### config.mk
export PLATFORM = sky130hd
export DESIGN_NAME = qirq_agg
export DESIGN_NICKNAME = d
export VERILOG_FILES = /design/src/rtl/qirq_pkg.sv /design/src/rtl/qirq_status.sv /design/src/rtl/qirq_sel_bank.sv /design/src/rtl/qirq_latch.sv /design/src/rtl/qirq_agg.sv
export SDC_FILE = /design/constraint.sdc
export NUM_CORES = 1
export LEC_CHECK = 0
export BUFFER_PORTS_ARGS = -buffer_cell sky130_fd_sc_hd__buf_2
export CAP_MARGIN = 25
export CORE_UTILIZATION = 47
export DETAILED_ROUTE_END_ITERATION = 10
export PLACE_DENSITY = 0.67
export SLEW_MARGIN = 25
export SYNTH_ARGS = -nofsm -noshare
export SYNTH_HDL_FRONTEND = slang
export SYNTH_SLANG_ARGS = --single-unit
export TNS_END_PERCENT = 5
### constraint.sdc
create_clock -name clk -period 2.6 [get_ports clk]
set_input_delay 0.52 -clock clk [delete_from_list [all_inputs] [get_ports clk]]
set_output_delay 0.52 -clock clk [all_outputs]
set_load 0.05 [all_outputs]
### src/rtl/qirq_pkg.sv
package qirq_pkg;
  localparam int WORD_W = 32;

  // flag positions inside a lower-group status nibble
  localparam int FLG_EMPTY  = 0;
  localparam int FLG_NEMPTY = 1;
  localparam int FLG_NFULL  = 2;
  localparam int FLG_FULL   = 3;

  localparam logic [3:0] LOW_RST_NIB = 4'b0011;

  // register word addresses
  localparam logic [3:0] A_LSTAT  = 4'h0;  // 0..3
  localparam logic [3:0] A_UO     = 4'h4;  // 4..5
  localparam logic [3:0] A_UNE    = 4'h6;
  localparam logic [3:0] A_UFULL  = 4'h7;
  localparam logic [3:0] A_SEL    = 4'h8;  // 8..11
  localparam logic [3:0] A_IE_LO  = 4'hC;
  localparam logic [3:0] A_IE_UP  = 4'hD;
  localparam logic [3:0] A_ISR_LO = 4'hE;
  localparam logic [3:0] A_ISR_UP = 4'hF;

  // source code: bits 1:0 pick the flag, bit 2 inverts it
  function automatic logic src_hit(input logic [3:0] nib, input logic [2:0] code);
    return nib[code[1:0]] ^ code[2];
  endfunction
endpackage

### src/rtl/qirq_status.sv
module qirq_status #(
  parameter int NUM_LOW = 32,
  parameter int NUM_UP  = 32
) (
  input  logic                 clk,
  input  logic                 rst,
  input  logic [NUM_LOW*4-1:0] low_flags,
  input  logic [NUM_LOW*2-1:0] uo_flags,
  input  logic [NUM_UP-1:0]    up_ne,
  input  logic [NUM_UP-1:0]    up_full,
  output logic [NUM_LOW*4-1:0] low_stat,
  output logic [NUM_LOW*2-1:0] uo_stat,
  output logic [NUM_UP-1:0]    une_stat,
  output logic [NUM_UP-1:0]    ufull_stat
);
  import qirq_pkg::*;

  always_ff @(posedge clk) begin
    if (rst) begin
      low_stat   <= {NUM_LOW{LOW_RST_NIB}};
      uo_stat    <= '0;
      une_stat   <= '1;
      ufull_stat <= '0;
    end else begin
      low_stat   <= low_flags;
      uo_stat    <= uo_flags;
      une_stat   <= up_ne;
      ufull_stat <= up_full;
    end
  end

  // the first cycle after reset shows the reset pattern
  a_r2_status_reset: assert property (@(posedge clk)
    $past(rst) |-> (low_stat == {NUM_LOW{LOW_RST_NIB}} && une_stat == '1 && ufull_stat == '0));
endmodule

### src/rtl/qirq_sel_bank.sv
module qirq_sel_bank #(
  parameter int NUM_LOW = 32,
  parameter int QW      = $clog2(NUM_LOW)
) (
  input  logic                 clk,
  input  logic                 rst,
  input  logic                 fld_wr,
  input  logic [QW-1:0]        fld_q,
  input  logic [3:0]           fld_val,
  input  logic                 ctl_set,
  output logic [NUM_LOW*4-1:0] sel_flat
);
  function automatic logic [NUM_LOW*4-1:0] fmask(input logic [QW-1:0] q);
    return {{(NUM_LOW*4-4){1'b0}}, 4'hF} << (32'(q) * 4);
  endfunction

  logic ctl_bit;

  always_ff @(posedge clk) begin
    if (rst) ctl_bit <= 1'b0;
    else if (ctl_set) ctl_bit <= 1'b1;
  end

  for (genvar q = 0; q < NUM_LOW; q++) begin : g_fld
    if (q == 0) begin : g_narrow
      logic [2:0] code;
      always_ff @(posedge clk) begin
        if (rst) code <= '0;
        else if (fld_wr && fld_q == QW'(q)) code <= fld_val[2:0];
      end
      assign sel_flat[3:0] = {ctl_bit, code};
    end else begin : g_full
      logic [3:0] code;
      always_ff @(posedge clk) begin
        if (rst) code <= '0;
        else if (fld_wr && fld_q == QW'(q)) code <= fld_val;
      end
      assign sel_flat[q*4 +: 4] = code;
    end
  end

  // a field write leaves all other fields as they were
  a_r5_field_isolated: assert property (@(posedge clk) disable iff (rst)
    (fld_wr && !ctl_set) |=> (((sel_flat ^ $past(sel_flat)) & ~fmask($past(fld_q))) == '0));
  // a field write to queue 0 never touches the control bit
  a_r6_ctl_untouched: assert property (@(posedge clk) disable iff (rst)
    (fld_wr && fld_q == '0 && !ctl_set) |=> $stable(sel_flat[3]));
  // the control bit is sticky
  a_r6_ctl_sticky: assert property (@(posedge clk) disable iff (rst)
    $past(sel_flat[3]) |-> sel_flat[3]);
endmodule

### src/rtl/qirq_latch.sv
module qirq_latch #(
  parameter int N = 32
) (
  input  logic         clk,
  input  logic         rst,
  input  logic [N-1:0] cond,
  input  logic [N-1:0] clr,
  input  logic [N-1:0] ie,
  output logic [N-1:0] isr,
  output logic         irq
);
  logic [N-1:0] prev;

  always_ff @(posedge clk) begin
    if (rst) begin
      prev <= '1;
      isr  <= '0;
      irq  <= 1'b0;
    end else begin
      prev <= cond;
      isr  <= (isr & ~clr) | (cond & ~prev);
      irq  <= |(isr & ie);
    end
  end

  // a newly set status bit always follows a rising condition
  a_r10_edge_only: assert property (@(posedge clk) disable iff (rst)
    ((isr & ~$past(isr)) & ~($past(cond) & ~$past(cond, 2))) == '0);
  // with nothing enabled the line is low in the next cycle
  a_r9_masked_low: assert property (@(posedge clk) disable iff (rst)
    (ie == '0) |=> !irq);
  // a cleared bit with a steady condition stays cleared
  a_r8_clear_holds: assert property (@(posedge clk) disable iff (rst)
    ((clr & isr) != '0 && $stable(cond)) |=> ((isr & $past(clr & isr)) == '0));
endmodule

### src/rtl/qirq_agg.sv
module qirq_agg #(
  parameter int NUM_LOW = 32,
  parameter int NUM_UP  = 32,
  localparam int QW     = $clog2(NUM_LOW)
) (
  input  logic                 clk,
  input  logic                 rst,
  input  logic [NUM_LOW*4-1:0] low_flags,
  input  logic [NUM_LOW*2-1:0] uo_flags,
  input  logic [NUM_UP-1:0]    up_ne,
  input  logic [NUM_UP-1:0]    up_full,
  input  logic                 fld_wr,
  input  logic [QW-1:0]        fld_q,
  input  logic [3:0]           fld_val,
  input  logic                 ctl_set,
  input  logic                 reg_wr,
  input  logic [3:0]           reg_addr,
  input  logic [31:0]          reg_wdata,
  output logic [31:0]          reg_rdata,
  output logic                 irq_lo,
  output logic                 irq_up
);
  import qirq_pkg::*;

  localparam int PAD_LOW = 4 * WORD_W;  // four status words
  localparam int PAD_UO  = 2 * WORD_W;  // two underflow/overflow words

  logic [NUM_LOW*4-1:0] low_stat, sel_flat;
  logic [NUM_LOW*2-1:0] uo_stat;
  logic [NUM_UP-1:0]    une_stat, ufull_stat;
  logic [NUM_LOW-1:0]   cond_lo, isr_lo, ie_lo, clr_lo;
  logic [NUM_UP-1:0]    isr_up, ie_up, clr_up;

  qirq_status #(.NUM_LOW(NUM_LOW), .NUM_UP(NUM_UP)) u_status (
    .clk(clk), .rst(rst), .low_flags(low_flags), .uo_flags(uo_flags),
    .up_ne(up_ne), .up_full(up_full), .low_stat(low_stat), .uo_stat(uo_stat),
    .une_stat(une_stat), .ufull_stat(ufull_stat));

  qirq_sel_bank #(.NUM_LOW(NUM_LOW), .QW(QW)) u_sel (
    .clk(clk), .rst(rst), .fld_wr(fld_wr), .fld_q(fld_q), .fld_val(fld_val),
    .ctl_set(ctl_set), .sel_flat(sel_flat));

  for (genvar q = 0; q < NUM_LOW; q++) begin : g_src
    assign cond_lo[q] = src_hit(low_stat[q*4 +: 4], sel_flat[q*4 +: 3]);
  end

  always_ff @(posedge clk) begin
    if (rst) begin
      ie_lo <= '0;
      ie_up <= '0;
    end else if (reg_wr) begin
      if (reg_addr == A_IE_LO) ie_lo <= reg_wdata[NUM_LOW-1:0];
      if (reg_addr == A_IE_UP) ie_up <= reg_wdata[NUM_UP-1:0];
    end
  end

  assign clr_lo = (reg_wr && reg_addr == A_ISR_LO) ? reg_wdata[NUM_LOW-1:0] : '0;
  assign clr_up = (reg_wr && reg_addr == A_ISR_UP) ? reg_wdata[NUM_UP-1:0] : '0;

  qirq_latch #(.N(NUM_LOW)) u_lat_lo (
    .clk(clk), .rst(rst), .cond(cond_lo), .clr(clr_lo), .ie(ie_lo),
    .isr(isr_lo), .irq(irq_lo));

  // upper group source is fixed to nearly empty
  qirq_latch #(.N(NUM_UP)) u_lat_up (
    .clk(clk), .rst(rst), .cond(une_stat), .clr(clr_up), .ie(ie_up),
    .isr(isr_up), .irq(irq_up));

  logic [PAD_LOW-1:0] low_pad, sel_pad;
  logic [PAD_UO-1:0]  uo_pad;
  assign low_pad = PAD_LOW'(low_stat);
  assign sel_pad = PAD_LOW'(sel_flat);
  assign uo_pad  = PAD_UO'(uo_stat);

  always_ff @(posedge clk) begin
    if (rst) begin
      reg_rdata <= '0;
    end else begin
      unique case (reg_addr)
        4'h0, 4'h1, 4'h2, 4'h3: reg_rdata <= low_pad[reg_addr[1:0]*WORD_W +: WORD_W];
        4'h4, 4'h5:             reg_rdata <= uo_pad[reg_addr[0]*WORD_W +: WORD_W];
        A_UNE:                  reg_rdata <= WORD_W'(une_stat);
        A_UFULL:                reg_rdata <= WORD_W'(ufull_stat);
        4'h8, 4'h9, 4'hA, 4'hB: reg_rdata <= sel_pad[reg_addr[1:0]*WORD_W +: WORD_W];
        A_IE_LO:                reg_rdata <= WORD_W'(ie_lo);
        A_IE_UP:                reg_rdata <= WORD_W'(ie_up);
        A_ISR_LO:               reg_rdata <= WORD_W'(isr_lo);
        default:                reg_rdata <= WORD_W'(isr_up);
      endcase
    end
  end

  // upper status bits only appear on a nearly-empty rise
  a_r7_upper_source: assert property (@(posedge clk) disable iff (rst)
    ((isr_up & ~$past(isr_up)) & ~$past(une_stat)) == '0);
  // a line only rises when some latched bit was enabled
  a_r9_line_cause: assert property (@(posedge clk) disable iff (rst)
    $rose(irq_lo) |-> ($past(isr_lo) != '0 && $past(ie_lo) != '0));
endmodule

Word level (Yosys, flattened, before mapping)
Cells that the tools add are included.
- register bits after elaboration: 610
- latch bits: 0
- bits in writable memories: 0
- memory bits (read-only): 0
- bits of input ports: 306
- output and inout bits: 34
- word-level logic and storage cells: 281
- memories: 0
- add/sub/neg operators: 0
- multiply operators: 0
- divide/modulo/power cells: 0
- magnitude comparators: 32
- equal/unequal tests: 46
- shift operators: 3
- mux-type cells: 67
- bitwise gates (word level): 44
- reduce and logical (&&, ||, !) cells: 43
- operators by type and width (cell ; count):
    32-bit case mux with 8 select lines ; 1
    128-bit by 8-bit indexed part select with 32-bit output ; 2
    32-bit AND ; 6
    32-bit inverter ; 4
    2-bit by 3-bit less-than comparator with 1-bit output, second input constant ; 32
    5-bit equality test, second input constant ; 16
    1-bit binary-select mux with 2-bit select ; 32
    32-bit two-way mux ; 2
    32-bit bitwise OR ; 2
    32-bit OR reduction ; 2
    64-bit by 7-bit indexed part select with 32-bit output ; 1
    5-bit by 4-bit equality test with 1-bit output, second input constant ; 8
    1-bit logical AND ; 34
    4-bit equality test, second input constant ; 8
    1-bit two-way mux ; 32
    1-bit XOR ; 32
    5-bit by 3-bit equality test with 1-bit output, second input constant ; 4
    4-bit by 3-bit equality test with 1-bit output, second input constant ; 4
    5-bit by 2-bit equality test with 1-bit output, second input constant ; 2
    4-bit by 2-bit equality test with 1-bit output, second input constant ; 2
    4-bit OR reduction ; 2
    5-bit by 1-bit equality test with 1-bit output, second input constant ; 1
    5-bit zero test ; 1
    4-bit by 1-bit equality test with 1-bit output, second input constant ; 1
    other kinds (3) ; 4

Logic depth before layout (Yosys ltp)
Gate-level depths: netlist of run 1.
- depth in word-level cells: 6
- mapped depth: 8
- mapped depth without buffers: 4

Modules after synthesis
Synthesis of run 1 repeated with hierarchy kept, for this count alone.
- cells, all modules: 2628
- area total of the unflattened synthesis: 25165.4 um^2
- by module, submodules not included (module ; instances ; cells an instance ; area each (um^2) ; sequential area each (um^2)):
    qirq_agg ; 1 ; 1181 ; 8704.6 ; 1921.8
    qirq_status ; 1 ; 540 ; 6890.4 ; 5124.9
    qirq_sel_bank ; 1 ; 463 ; 5046.1 ; 2562.5
    qirq_latch ; 2 ; 222 ; 2262.2 ; 1301.2

Worst setup path after synthesis of run 1
OpenSTA, ideal clock, no wires.
- kind: input port to flip-flop
- start: in reg_addr[2]
- end: reg reg_rdata[1]
- setup time: 86 ps
- arrival time: 1768 ps
- data required time: 2514 ps
- path slack: 747 ps
- cell stages on the path: 7
- path buffers: 3
- cell sequence: buf_6 -> nand2b_2 -> buf_4 -> buf_6 -> mux2i_1 -> a2111o_1 -> a211oi_1
- longest elaborated chain between the ends: 3
- elaborated cells on any way between the ends: 19
- those cells by class: 14 x eq/ne; 1 x mux; 4 x reduce/logical
- RTL lines (what ; line ; text):
    start: declaration ; qirq_agg.sv:17 ; input logic [3:0] reg_addr,
    4-bit equality test (tied with other cells) ; qirq_agg.sv:79 ; unique case (reg_addr)
    4-bit OR reduction or 2-bit OR reduction (tied branches) ; qirq_agg.sv:79 ;
    32-bit case mux with 8 select lines (*) ; qirq_agg.sv:79 ;
    end signal: assignment ; qirq_agg.sv:80 ; 4'h0, 4'h1, 4'h2, 4'h3: reg_rdata <= low_pad[reg_addr[1:0]*WORD_W +: WORD_W];
    end signal: assignment ; qirq_agg.sv:81 ; 4'h4, 4'h5: reg_rdata <= uo_pad[reg_addr[0]*WORD_W +: WORD_W];
    end signal: assignment ; qirq_agg.sv:82 ; A_UNE: reg_rdata <= WORD_W'(une_stat);
    end: declaration ; qirq_agg.sv:19 ; output logic [31:0] reg_rdata,
Every way passes the cells marked *; elsewhere a longest branch is shown, timed or not.
A chain may end at the register's enable or synchronous reset.

Worst setup path after layout of run 1
- start: reg reg_rdata[10]
- end: out reg_rdata[10]
No word-level cell between the ends.

==> qor.csv, run 1 <==
stage,metric,value,unit
status,outcome,"complete, no violations",
synthesis,post_syn_nets,2953,
synthesis,number_of_enable_flip_flop_cells_after_synthesis,0,
final_layout,post_route_cells_drive_above_1_share,0.283,
cts,worst_skew_pair.late_latency,0.66,ns
route,wire_length_reported_by_the_detailed_router,109000,um
grt,grt_first_pass_wirelength,153000,um
route,route.vias.total,22298,
route,antenna_violating_nets_post_route,0,
pwr,fraction_of_power_consumed_by_combinational_cells,0.102,
synthesis,summed_instance_area_of_the_synthesized_netlist,25000,um2
final_layout,most-common-layout-cells,"sky130_fd_sc_hd__dfxtp_1, sky130_fd_sc_hd__buf_2, sky130_fd_sc_hd__nand2_1",
grt,first_global_vias,21411,
placed_design,gpl.final_weighted_congestion,0.983,
die,fp.dieW,233,um
final_layout,post_layout_nonfiller_instances,3742,
route,highest_layer,met5,
timing,setup-tns-final,0,ns
placed_design,place_hpwl,84000,um
pwr,seq_power_share,0.448,
critical_path,crit_family,flip-flops,
placed_design,pre_cts_slack,0.0107,ns
synthesis,synth.ff_latch_count,610,
timing,timing.final.ws_setup,0.531,ns
route,wirelength_met1,41200,um
final_layout,post-route-util,0.579,
grt,number_of_antenna_violations_at_the_first_check_in_global_routing,7,
timing,finalSetupViolations,0,
critical_path,critPathLaunchType,flip-flop,
timing,worst_pin_slew,0.928,ns
cts,cts_max_path_buffers,3,
timing,finalCriticalPeriod,2.07,ns
die,design.portCount,340,
route,dr.pass1.iters,8,
pwr,pwr_density_cell,740,nW/um2
timing,slew_headroom,0.381,
final_layout,nets,3304,
min_path,worstHoldPathType,in -> reg,
pwr,static-leakage-power,12.4,nW
cts,tritoncts,done,
cts,cts-root-buf,sky130_fd_sc_hd__clkbuf_16,
route,routed_via_density,5.96,
pwr,peakVddDrop,0.635,mV
cts,cts_sinks,610,
synthesis,ys_types,66,
cts,cts-buffers-inserted,61,
timing,final_hold_viol_count,0,
route,drt-wirelength-per-cell,29.2,um
critical_path,cp_max_fo,1,
cts,cts.repair.resized,0,
final_layout,area_growth,21.9,%
die,core_region_area,52600,um2
route,first_iter_violations,2021,
synthesis,synth-warning-count,0,
cts,clock_transition_at_the_registers_of_the_reported_paths,0.06,ns
critical_path,crit_arrival,1.55,ns
cts,postCtsSetupRepairBufs,0,
critical_path,timing.critical_path.buf_inv,1,
pwr,internal_power,16.8,mW
route,route.met2.wl,50900,um
synthesis,post_synth.cell_area_avg,9.44,um2
critical_path,worst_ep_required_time,2.08,ns
die,die_area,54100,um2
pwr,netSwitchingPower,5.72,mW
cts,cts.htree.levels,2,
critical_path,critical_setup_path_class,reg -> out,
timing,final.hold.worst_slack,0.0457,ns
route,wl_met3,8400,um
final_layout,layout_commonest_cell,sky130_fd_sc_hd__dfxtp_1,
die,floorplan.rows,84,
route,drc_errors,0,
timing,final_max_slew_viol_count,0,
cts,cts.hold.buffers_added,0,
timing,rsz0062_at_grt,false,
synthesis,postSynth.topFlopCell,sky130_fd_sc_hd__dfxtp_1,
grt,global_route_usage_over_all_layers,0.399,
die,initial_utilization,0.475,
timing,max_freq,483,MHz
timing,timing.clock.skew,0.0309,ns
critical_path,critical-path-max-stage-delay,0.55,ns
timing,timing.final.crit_share,0.796,
synthesis,synth.yosys.seq_area_share,0.489,
grt,global_route.overflow_total,0,
placed_design,place.detailed.instances,3623,
flow_run,max-cap-violations,0,
synthesis,synthesis.instances,2647,
synthesis,synthArstFlopShare,0,
critical_path,end_kind,output port,
pwr,pwr-share-clk,0.450,
die,die_h,233,um
pwr,swShare,0.254,
placed_design,port_buffers,339,
grt,largest_net_degree_at_the_start_of_global_routing,136,
critical_path,cp_cell_sequence,buf_2,
critical_path,cell_with_the_largest_stage_delay_on_the_worst_path,sky130_fd_sc_hd__dfxtp_1,
## worst register-to-register path, cell delays in order (launching register included)
cell                       delay [ns]
sky130_fd_sc_hd__dfxtp_1         0.51
sky130_fd_sc_hd__and3b_1         0.21
sky130_fd_sc_hd__a211oi_1        0.06
sky130_fd_sc_hd__nor4_1          0.75
sky130_fd_sc_hd__o221a_2         0.33
## flip-flops by register name, summed over array words and instances, names as in the netlist
register                   count
reg_rdata                     32
u_sel.ctl_bit                  1
u_lat_lo.irq                   1
u_lat_up.prev                 32
u_lat_lo.isr                  32
u_lat_up.irq                   1
u_lat_lo.prev                 32
u_status.uo_stat              64
u_sel.g_fld.g_full.code      124
ie_up                         32
u_status.low_stat            128
ie_lo                         32
u_status.une_stat             32
u_sel.g_fld.g_narrow.code      3
u_status.ufull_stat           32
u_lat_up.isr                  32
## power by group through the flow
| stage | sequential [mW] | combinational (mW) | clock (mW) |
|---|---|---|---|
| 4_1_cts | 10.1 | 2.27 | 10.2 |
| 2_1_floorplan | 10.2 | 1.07 | 0 |
| 3_5_place_dp | 10.3 | 2.26 | 0 |
| 5_1_grt | 10.1 | 2.41 | 10.6 |
| 6_report | 10.1 | 2.31 | 10.1 |
| 3_3_place_gp | 10.3 | 2.24 | 0 |
## layer usage
layer  vias to the layer above  global-route usage
met5                         -                   0
met4                         2               0.281
met3                       299              0.0745
met2                      1175               0.652
met1                     10782               0.471
li1                      10040                   -
## metrics by stage
stage / cell area, um2 / power, mW
4_1_cts: 30400 / 22.6
3_3_place_gp: 28100 / 12.5
6_report: 30500 / 22.5
3_5_place_dp: 28100 / 12.5
5_1_grt: 30400 / 23.1
2_1_floorplan: 25000 / 11.3
## cells in the mapped netlist (7+ instances only)
master                     count  area share
sky130_fd_sc_hd__a211oi_1     90       0.027
sky130_fd_sc_hd__a21oi_1     209       0.042
sky130_fd_sc_hd__a221o_1       9      0.0036
sky130_fd_sc_hd__a22o_1       13      0.0046
sky130_fd_sc_hd__a22oi_1      37       0.011
sky130_fd_sc_hd__a311oi_1     10      0.0035
sky130_fd_sc_hd__and3_1       12      0.0030
sky130_fd_sc_hd__and3b_1      84       0.029
sky130_fd_sc_hd__buf_1         9      0.0014
sky130_fd_sc_hd__buf_2        50       0.010
sky130_fd_sc_hd__buf_4        16      0.0048
sky130_fd_sc_hd__clkbuf_1    140       0.021
sky130_fd_sc_hd__dfxtp_1     610        0.49
sky130_fd_sc_hd__inv_1        38      0.0057
sky130_fd_sc_hd__mux2_2       54       0.024
sky130_fd_sc_hd__mux2i_1      71       0.028
sky130_fd_sc_hd__mux4_2       35       0.032
sky130_fd_sc_hd__nand2_1     278       0.042
sky130_fd_sc_hd__nand3_1      88       0.018
sky130_fd_sc_hd__nand4_1      10      0.0025
sky130_fd_sc_hd__nor2_1      126       0.019
sky130_fd_sc_hd__nor2b_1     199       0.050
sky130_fd_sc_hd__nor4_1       18      0.0045
sky130_fd_sc_hd__o21ai_0      88       0.018
sky130_fd_sc_hd__o21ai_1       7      0.0014
sky130_fd_sc_hd__o221a_2      15      0.0068
sky130_fd_sc_hd__o221ai_1     14      0.0049
sky130_fd_sc_hd__o22ai_1      16      0.0040
sky130_fd_sc_hd__o311ai_0     28      0.0098
sky130_fd_sc_hd__o31ai_1      32      0.0096
sky130_fd_sc_hd__o32ai_1       8      0.0028
sky130_fd_sc_hd__or2_2       128       0.032
sky130_fd_sc_hd__or4_1        11      0.0033
sky130_fd_sc_hd__xnor2_1      32       0.011
## cell type report
class | instances | area, um2
fill | 4624 | 22100
sequential | 610 | 12200
multi-input combinational | 1776 | 11600
timing repair buffer | 509 | 3250
clock buffer | 76 | 1690
tap | 688 | 861
clock inverter | 38 | 631
inverter | 40 | 150
antenna | 5 | 12.5
## path summary, 6_finish.rpt
kind	from	to	slack (ns)	cells past startpoint
min	low_flags[81]	u_status.low_stat[81]	0.05	2
max	reg_rdata[10]	reg_rdata[10]	0.53	1
min reg2reg	u_lat_lo.prev[13]	u_lat_lo.isr[13]	0.41	1
max reg2reg	u_sel.g_fld[5].g_full.code[0]	reg_rdata[20]	0.69	4
## kinds of logic after synthesis
family	share of synthesized area
flip-flops	0.489
AND/OR/NAND/NOR	0.213
buffers and inverters	0.0457
multiplexers	0.0848
XOR/XNOR	0.0112
AO/OA/AOI/OAI	0.157
No activity file was read; power rests on OpenSTA's default activity.
==> run 2: changes to the inputs <==
==> constraint.sdc (replaced) <==
create_clock -name clk -period 2.2 [get_ports clk]
set_input_delay 0.44 -clock clk [delete_from_list [all_inputs] [get_ports clk]]
set_output_delay 0.44 -clock clk [all_outputs]
set_load 0.05 [all_outputs]
==> run 2 against run 1 <==
  * Die area is the same
  * Highest routed layer unchanged
  * Sequential share of layout area shrank 2.6 points
  * Register-to-register slack lost 0.55 ns
  * Sequential power grew 18%
  * Critical endpoint is now reg_rdata[16]
  * Via count grew 4.7%
  * Core utilization grew 4.0 points
  * Clock skew shrank 0.0088 ns
  * Setup slack lost 0.41 ns
  * Final area grew 6.8%
  * Wire length grew 3.5%
==> qor.csv, run 2 (same netlist as run 1, synthesis figures left out) <==
stage,metric,value,unit,change
timing,timing.final.ws_setup,0.119,ns,-0.413 ns
timing,setup-tns-final,0,ns,unchanged
route,routed_via_density,5.89,,-1.2%
final_layout,nets,3532,,+6.9%
route,drt-wirelength-per-cell,28.5,um,-2.3%
cts,cts_max_path_buffers,3,,unchanged
cts,cts-root-buf,sky130_fd_sc_hd__clkbuf_16,,
timing,max_freq,480,MHz,
critical_path,r2r_cells,5,,+1
final_layout,largest_reg_flops,128,,unchanged
die,design.portCount,340,,unchanged
final_layout,post-route-util,0.619,,+0.0396
timing,slew_headroom,0.328,,-0.0529
cts,cts_sinks,610,,unchanged
route,wire_length_reported_by_the_detailed_router,113000,um,+3.5%
grt,largest_net_degree_at_the_start_of_global_routing,146,,+7.4%
critical_path,end_kind,flip-flop,,
critical_path,reg2reg_to,reg_rdata[12],,
final_layout,area_growth,30.2,%,
critical_path,worstSetupStartpoint,reg_addr[3],,
critical_path,rr_startpoint,u_status.low_stat[12],,
placed_design,gpl.final_weighted_congestion,1.05,,+6.8%
final_layout,most-common-layout-cells,"sky130_fd_sc_hd__dfxtp_1, sky130_fd_sc_hd__buf_2, sky130_fd_sc_hd__nand2_1",,
cts,cts.htree.levels,2,,unchanged
final_layout,leading_registers_by_flop_count,"u_status.low_stat: 128 flops, u_sel.g_fld.g_full.code: 124 flops, u_status.uo_stat: 64 flops",,
critical_path,cp_max_fo,31,,+30
critical_path,cp_cell_sequence,buf_4 > buf_12 > buf_4 > and3b_1 > a211oi_1 > or4_1 > a311oi_1,,
min_path,worstHoldPathType,in -> reg,,
die,core_region_area,52600,um2,unchanged
final_layout,post_route_cells_drive_above_1_share,0.284,,+0.000466
critical_path,critical-path-max-stage-delay,0.62,ns,+0.07 ns
route,first_iter_violations,1979,,-2.1%
final_layout,layout_commonest_cell,sky130_fd_sc_hd__dfxtp_1,,
pwr,static-leakage-power,13.4,nW,+7.9%
route,route.vias.total,23354,,+4.7%
placed_design,pre_cts_slack,-0.537,ns,-0.548 ns
timing,timing.final.crit_share,0.946,,
die,initial_utilization,0.475,,unchanged
timing,final_max_slew_viol_count,0,,unchanged
timing,finalCriticalPeriod,2.08,ns,
pwr,peakVddDrop,0.823,mV,+30%
timing,finalSetupViolations,0,,unchanged
die,fp.dieW,233,um,unchanged
cts,cts-buffers-inserted,61,,unchanged
timing,rsz0062_at_grt,false,,
grt,number_of_antenna_violations_at_the_first_check_in_global_routing,7,,unchanged
route,dr.pass1.iters,7,,-1
cts,worst_skew_pair.late_latency,0.65,ns,about the same
flow_run,max-cap-violations,0,,unchanged
pwr,pwr_density_cell,804,nW/um2,+8.7%
placed_design,port_buffers,339,,unchanged
die,die_area,54100,um2,unchanged
grt,first_global_vias,22676,,+5.9%
timing,final_hold_viol_count,0,,unchanged
placed_design,place_hpwl,86100,um,+2.5%
route,antenna_violating_nets_post_route,0,,unchanged
timing,final.hold.worst_slack,0.0164,ns,-0.0293 ns
timing,worst_pin_slew,0.998,ns,+0.0701 ns
critical_path,ff_to_ff_setup_slack,0.14,ns,-0.55 ns
status,outcome,"complete, no violations",,
critical_path,crit_arrival,2.56,ns,+1.01 ns
final_layout,registers.top_by_ff_count,u_status.low_stat,,
grt,global_route.overflow_total,0,,unchanged
critical_path,critical_setup_path_class,in -> reg,,
critical_path,critPathMostFrequentCell,sky130_fd_sc_hd__buf_4,,
timing,timing.clock.skew,0.0221,ns,-0.00880 ns
cts,tritoncts,done,,
route,drc_errors,0,,unchanged
critical_path,critPathLaunchType,input port,,
critical_path,worst_setup_path_endpoint,reg_rdata[16],,
die,floorplan.rows,84,,unchanged
grt,global_route_usage_over_all_layers,0.412,,+0.0138
grt,grt_first_pass_wirelength,159000,um,+4.3%
critical_path,worst_ep_required_time,2.68,ns,+0.60 ns
die,die_h,233,um,unchanged
cts,clock_transition_at_the_registers_of_the_reported_paths,0.06,ns,about the same
critical_path,cell_with_the_largest_stage_delay_on_the_worst_path,sky130_fd_sc_hd__or4_1,,
run 2: cell types whose count changed in the layout (fill, tap and decap cells not counted), moves of 4 or more:
| cell | delta |
|---|---|
| sky130_fd_sc_hd__buf_12 | +12 |
| sky130_fd_sc_hd__buf_4 | +61 |
| sky130_fd_sc_hd__bufinv_16 | -8 |
| sky130_fd_sc_hd__clkbuf_1 | +5 |
| sky130_fd_sc_hd__clkbuf_8 | +7 |
| sky130_fd_sc_hd__clkinv_2 | -4 |
| sky130_fd_sc_hd__clkinvlp_4 | -5 |
| sky130_fd_sc_hd__dlygate4sd3_1 | +155 |
run 2: final cells by class:
class | count | area [um2]
antenna | 4 | 10.0
clock buffer | 88 | 1800
clock inverter | 22 | 344
fill | 4351 | 20000
inverter | 40 | 150
multi-input combinational | 1776 | 11700
sequential | 610 | 12200
tap | 688 | 861
timing repair buffer | 737 | 5500
run 2: timing repair:
item                                    4_1_cts  5_1_grt
hold buffers                                155        0
hold endpoints to repair                    155        0
buffers inserted                              0        0
endpoints found under the setup margin        0        1
resized for setup                             0        1
run 2: worst min path at each step:
stage                     slack, ns  cells after the start         startpoint                     end
after floorplan                0.40                      1   u_lat_lo.prev[0]         u_lat_lo.isr[0]
after global routing          0.006                      2       uo_flags[15]    u_status.uo_stat[15]
final                          0.02                      2     low_flags[127]  u_status.low_stat[127]
after detailed placement       0.40                      1  u_lat_lo.prev[31]        u_lat_lo.isr[31]
after CTS                    0.0003                      2       uo_flags[59]    u_status.uo_stat[59]
after global placement         0.40                      1   u_lat_lo.prev[0]         u_lat_lo.isr[0]
run 2: metal layers:
layer	track usage	wire length (um)
met3	0.0740	8360
met2	0.672	52400
met1	0.490	42800
met4	0.295	9560
met5	0	45
run 2: stage by stage:
| step | power [mW] | std cells | area (um2) |
|---|---|---|---|
| after floorplan | 13.3 | 2647 | 25000 |
| after global placement | 14.9 | 3696 | 28800 |
| after detailed placement | 14.9 | 3696 | 28800 |
| after CTS | 26.2 | 3961 | 32500 |
| after global routing | 26.8 | 3961 | 32500 |
| final | 26.2 | 3965 | 32500 |
run 2: critical path: cells and delay by family:
family | cells | cell delay, ns
buf+inv | 3 | 0.68
simple gates | 2 | 0.84
compound gates | 2 | 0.57
run 2: power by group:
part / total (mW) / internal, mW / switching (mW)
logic: 3.07 / 1.33 / 1.74
registers: 11.9 / 11.5 / 0.446
clock network: 11.1 / 6.61 / 4.52
total: 26.2 / 19.4 / 6.71
